### config.mk
export PLATFORM = sky130hd
export DESIGN_NAME = lane_framer
export DESIGN_NICKNAME = d
export VERILOG_FILES = /design/src/rtl/lane_framer_pkg.sv /design/src/rtl/lane_flow_gate.sv /design/src/rtl/lane_tx_packer.sv /design/src/rtl/lane_rx_unpacker.sv /design/src/rtl/lane_framer.sv
export SDC_FILE = /design/constraint.sdc
export NUM_CORES = 1
export LEC_CHECK = 0
export BUFFER_PORTS_ARGS = -buffer_cell sky130_fd_sc_hd__buf_2
export CORE_UTILIZATION = 35
export CTS_BUF_LIST = sky130_fd_sc_hd__clkbuf_2 sky130_fd_sc_hd__clkbuf_4 sky130_fd_sc_hd__clkbuf_8
export DETAILED_ROUTE_END_ITERATION = 10
export GPL_TIMING_DRIVEN = 0
export PLACE_DENSITY = 0.78
export SLEW_MARGIN = 20
export SYNTH_ARGS = -nofsm -noshare
export SYNTH_HDL_FRONTEND = slang
export SYNTH_HIERARCHICAL = 1
export SYNTH_SLANG_ARGS = --single-unit
### constraint.sdc
create_clock -name clk -period 0.85 [get_ports clk]
set_input_delay 0.17 -clock clk [delete_from_list [all_inputs] [get_ports clk]]
set_output_delay 0.17 -clock clk [all_outputs]
set_load 0.05 [all_outputs]
### src/rtl/lane_framer_pkg.sv
package lane_framer_pkg;

    localparam int LANE_W      = 16;
    localparam int FLAG_W      = 3;
    localparam int PAYLOAD_MAX = LANE_W - FLAG_W;

    // Field order is decoded by the far end: keep it fixed.
    typedef struct packed {
        logic                   wen;
        logic                   eos;
        logic                   full;
        logic [PAYLOAD_MAX-1:0] data;
    } lane_word_t;

    localparam lane_word_t IDLE_WORD = '{wen: 1'b0, eos: 1'b0, full: 1'b0, data: '0};

    function automatic lane_word_t to_word(input logic [LANE_W-1:0] raw);
        return lane_word_t'(raw);
    endfunction

endpackage

### src/rtl/lane_flow_gate.sv
module lane_flow_gate
    import lane_framer_pkg::*;
(
    input  logic clk,
    input  logic rst,
    input  logic link_up,
    input  logic rx_full_flag,
    output logic remote_full,
    output logic send_ok
);

    logic remote_full_q;

    always_ff @(posedge clk) begin
        if (rst || !link_up) begin
            remote_full_q <= 1'b1;
        end else begin
            remote_full_q <= rx_full_flag;
        end
    end

    assign remote_full = remote_full_q;
    assign send_ok     = link_up && !remote_full_q;

endmodule

### src/rtl/lane_tx_packer.sv
module lane_tx_packer
    import lane_framer_pkg::*;
#(
    parameter int DATA_W = 8
) (
    input  logic              clk,
    input  logic              rst,
    input  logic              send_ok,
    input  logic              src_valid,
    input  logic [DATA_W-1:0] src_data,
    input  logic              src_eos,
    input  logic              local_full,
    output lane_word_t        word_q
);

    logic       fire;
    lane_word_t word_d;

    assign fire = src_valid && send_ok;

    always_comb begin
        word_d      = IDLE_WORD;
        word_d.full = local_full;
        if (fire) begin
            word_d.wen              = 1'b1;
            word_d.eos              = src_eos;
            word_d.data[DATA_W-1:0] = src_data;
        end
    end

    always_ff @(posedge clk) begin
        if (rst) begin
            word_q <= IDLE_WORD;
        end else begin
            word_q <= word_d;
        end
    end

endmodule

### src/rtl/lane_rx_unpacker.sv
module lane_rx_unpacker
    import lane_framer_pkg::*;
#(
    parameter int DATA_W = 8
) (
    input  logic              clk,
    input  logic              rst,
    input  logic              link_up,
    input  lane_word_t        rx_word,
    output logic              dst_valid,
    output logic [DATA_W-1:0] dst_data,
    output logic              dst_eos
);

    logic take;

    assign take = link_up && rx_word.wen;

    always_ff @(posedge clk) begin
        if (rst) begin
            dst_valid <= 1'b0;
            dst_data  <= '0;
            dst_eos   <= 1'b0;
        end else begin
            dst_valid <= take;
            dst_data  <= take ? rx_word.data[DATA_W-1:0] : '0;
            dst_eos   <= take && rx_word.eos;
        end
    end

endmodule

### src/rtl/lane_framer.sv
module lane_framer
    import lane_framer_pkg::*;
#(
    parameter int DATA_W = 8
) (
    input  logic              clk,
    input  logic              rst,
    input  logic              link_up,
    input  logic              src_valid,
    input  logic [DATA_W-1:0] src_data,
    input  logic              src_eos,
    output logic              src_ready,
    input  logic              dst_full,
    output logic [15:0]       lane_tx,
    input  logic [15:0]       lane_rx,
    output logic              dst_valid,
    output logic [DATA_W-1:0] dst_data,
    output logic              dst_eos
);

    lane_word_t rx_word;
    lane_word_t tx_word;
    logic       remote_full;
    logic       send_ok;

    assign rx_word = to_word(lane_rx);

    lane_flow_gate u_gate (
        .clk          (clk),
        .rst          (rst),
        .link_up      (link_up),
        .rx_full_flag (rx_word.full),
        .remote_full  (remote_full),
        .send_ok      (send_ok)
    );

    lane_tx_packer #(.DATA_W(DATA_W)) u_tx (
        .clk        (clk),
        .rst        (rst),
        .send_ok    (send_ok),
        .src_valid  (src_valid),
        .src_data   (src_data),
        .src_eos    (src_eos),
        .local_full (dst_full),
        .word_q     (tx_word)
    );

    lane_rx_unpacker #(.DATA_W(DATA_W)) u_rx (
        .clk       (clk),
        .rst       (rst),
        .link_up   (link_up),
        .rx_word   (rx_word),
        .dst_valid (dst_valid),
        .dst_data  (dst_data),
        .dst_eos   (dst_eos)
    );

    assign src_ready = send_ok;
    assign lane_tx   = tx_word;

endmodule

==> summary.md <==
| Metric | Value |
|---|---|
| Nature of the critical path endpoint | output port |
| Cells after synthesis | 52 |
| CP max FO | 3 |
| DRC | 0 |
| Synth cell types | 10 |
| Register area | 467.9 um^2 |
| Gr usage total | 0.1487 |
| Crit path from | u_gate/remote_full |
| Yosys reg bits | 22 |
| Power Density | 1421 mW/mm^2 |
| Worst EP required | 0.68 ns |
| Worst r2r src | u_gate/remote_full |
| Routed WL | 1903 um |
| Most frequent cell after synthesis | dfxtp_1 |
| FP Rows | 15 |
| Layout cells sized above 1 | 0.7664 |
| Initial DRC Count | 9 |
| DRT Pass-1 Iters | 4 |
| WP depth | 2 |
| Clock slew at reported path FFs | 0.11 ns |
| # IOs | 57 |
| Initial Utilization | 0.3931 |
| Ranking of synthesized cells by area | dfxtp_1 62%, and4b_1 25%, buf_4 5.2%, buf_6 1.6%, and3b_2 1.4% |
| Most instantiated cells after synthesis | 22 x dfxtp_1, 18 x and4b_1, 5 x buf_4 |
| Failing checks | negative setup slack |
| Lkg Pwr | 0.6501 nW |
| CP Cell Sequence | nor2b_4 > buf_8 |
| RePlAce Congestion | 0.6327 |
| R2R Path End | u_tx/word_q[3] |
| Total CTS buffers | 3 |
| Status | complete, but fails checks |
| Final setup vio count | 31 |
| Multi-input combinational cell area | 249.0 um^2 |
| Die Width | 47.22 um |
| Clock buffer depth | 2 |
| Htree depth | 1 |
| CP peak stage delay | 0.34 ns |
| Peak supply drop | 0.0007535 V |
| Yosys top cell area share | 0.6154 |
| Average wire per standard cell | 14.42 um |
| Final hold violation count | 0 |
| Post-route ant nets | 0 |
| PortBufs | 46 |
| Fin. max-slew vios | 0 |
| Final Cell Area | 0.001277 mm^2 |
| Root Driver | clkbuf_4 |
| Filler Cell Count | 116 |
| Arrival time worst endpoint | 0.93 ns |
| Synth warnings | 6 |
| Fmax | 0.9079 GHz |
| Remaining Overflow, GRT | 0 |
| CP max-delay cell | dfxtp_2 |
| Seq/Total Area, Yosys | 0.6154 |
| First-pass GRT wire length | 2263 um |
| Post-synth top area cell | dfxtp_1 |
| Synth-to-Final Area Change | 78.50% |
| Vias | 607 |
| Max cap viols | 0 |
| Antenna diodes | 0 |
| Placed cell area | 999.7 um^2 |
| Clk sinks | 22 |
| Post-Syn Area | 715.7 um^2 |
| TritonCTS clock tree | done |
| Post-layout util | 0.7017 |
| Kind of critical path | reg -> out |
| Final worst path period share | 1.296 |
| Worst Hold Class | in -> reg |
| Antenna violations before repair | 0 |
| Pre-CTS WS | -0.2333 ns |
| Setup slack, reg-to-reg | -0.16 ns |
| Worst Path Buf+Inv | 1 |
| Worst R2R Path Depth | 4 |
| Setup crit end | src_ready |
| Largest net degree at the start of global routing | 14 |
| Synth Flop Type | dfxtp_1 |
| Final layout net count | 139 |
| Vias in the first global route | 523 |
| Worst setup margin | -0.2515 ns |
| Top delay family on crit path | flip-flops |
| Clk_lat worst skew | 0.29 ns |
| Post-synth ARST share | 0 |
| Post-synth EDFFs | 0 |
| Minimum clock period | 1.101 ns |
| Hold_buf cts | 0 |
| Mapped Avg Cell Area | 13.76 um^2 |
| Startpoint types | flop |
| Via density | 4.598 |
| Layout Skew | 0.005497 ns |
| RSZ-0062 raised after global routing | true |
| Die Ht | 47.22 um |
| CORE AREA | 0.001821 mm^2 |
| Die Area | 0.002230 mm^2 |
layout make-up:
class | instances | share of cell area
flip-flops and latches | 22 | 0.3663
multi-input cells | 28 | 0.1949
plain buffers | 6 | 0.03820
well taps | 25 | 0.02449
repair buffers | 48 | 0.3585
clock buffers | 3 | 0.01763
per-stage QoR:
step	cells	power, mW	TNS (ns)	hold WS [ns]
after floorplan	56	1.255	-1.029	0.2727
after detailed placement	127	1.348	-0.5221	0.3607
after CTS	131	1.798	-2.342	0.05411
after global routing	132	1.904	-4.534	0.06062
after global placement	127	1.342	-0.2583	0.3578
final	132	1.815	-3.360	0.05803
logic make-up (layout without fill, tap and decap cells):
kind of cell	count (synthesis)	in the layout	synth area share
other	1	5	0.005240
and+or+nand+nor	23	23	0.3112
DFF	22	22	0.6154
buffers and inverters	6	57	0.06819
layer usage:
layer / up-vias / part of all wire / GRT usage
li1: 295 / - / -
met5: - / 0 / 0
met3: 2 / 0.057 / 0.01923
met4: 0 / 0.012 / 0.1029
met1: 280 / 0.39 / 0.1578
met2: 30 / 0.54 / 0.2685
worst min path at each step:
stage	start	endpoint	slack [ns]	depth (start not counted)
finish	lane_rx[13]	u_gate/remote_full	0.06	2
global placement	lane_rx[13]	u_gate/remote_full	0.36	2
floorplan	lane_rx[13]	u_gate/remote_full	0.27	1
global route	lane_rx[13]	u_gate/remote_full	0.06	2
detailed placement	lane_rx[13]	u_gate/remote_full	0.36	2
CTS	lane_rx[13]	u_gate/remote_full	0.05	2
power by group:
| group | internal [mW] | switching [mW] | total [mW] |
|---|---|---|---|
| clock | 0.165 | 0.265 | 0.430 |
| combinational | 0.136 | 0.183 | 0.319 |
| sequential | 1.05 | 0.0125 | 1.07 |
timing repair:
item                                    in CTS  in global routing
endpoints found under the setup margin      22                 31
gates resized for setup                     69                 17
buffers inserted                             1                  1
pin swaps                                    0                  2
registers in the layout, summed over array words and instances (netlist names):
signal,cells
u_rx/dst_data,8
u_rx/dst_valid,1
u_tx/word_q,11
u_rx/dst_eos,1
u_gate/remote_full,1
cell usage in the layout, fill, tap and decap left out:
cell type,n
and2b_2,1
and3b_1,1
and3b_2,1
and4b_1,18
buf_2,24
buf_4,6
buf_6,5
buf_8,19
clkbuf_4,3
conb_1,5
dfxtp_2,22
nor2b_4,1
or3b_1,1
worst register-to-register path, delay by kind of cell, from the launching register on:
kind | cells | cell delay, ns
AND/OR/NAND/NOR | 2 | 0.36
buffers and inverters | 2 | 0.24
flip-flops | 1 | 0.34
Note: power is estimated with default switching activity, not from simulation.
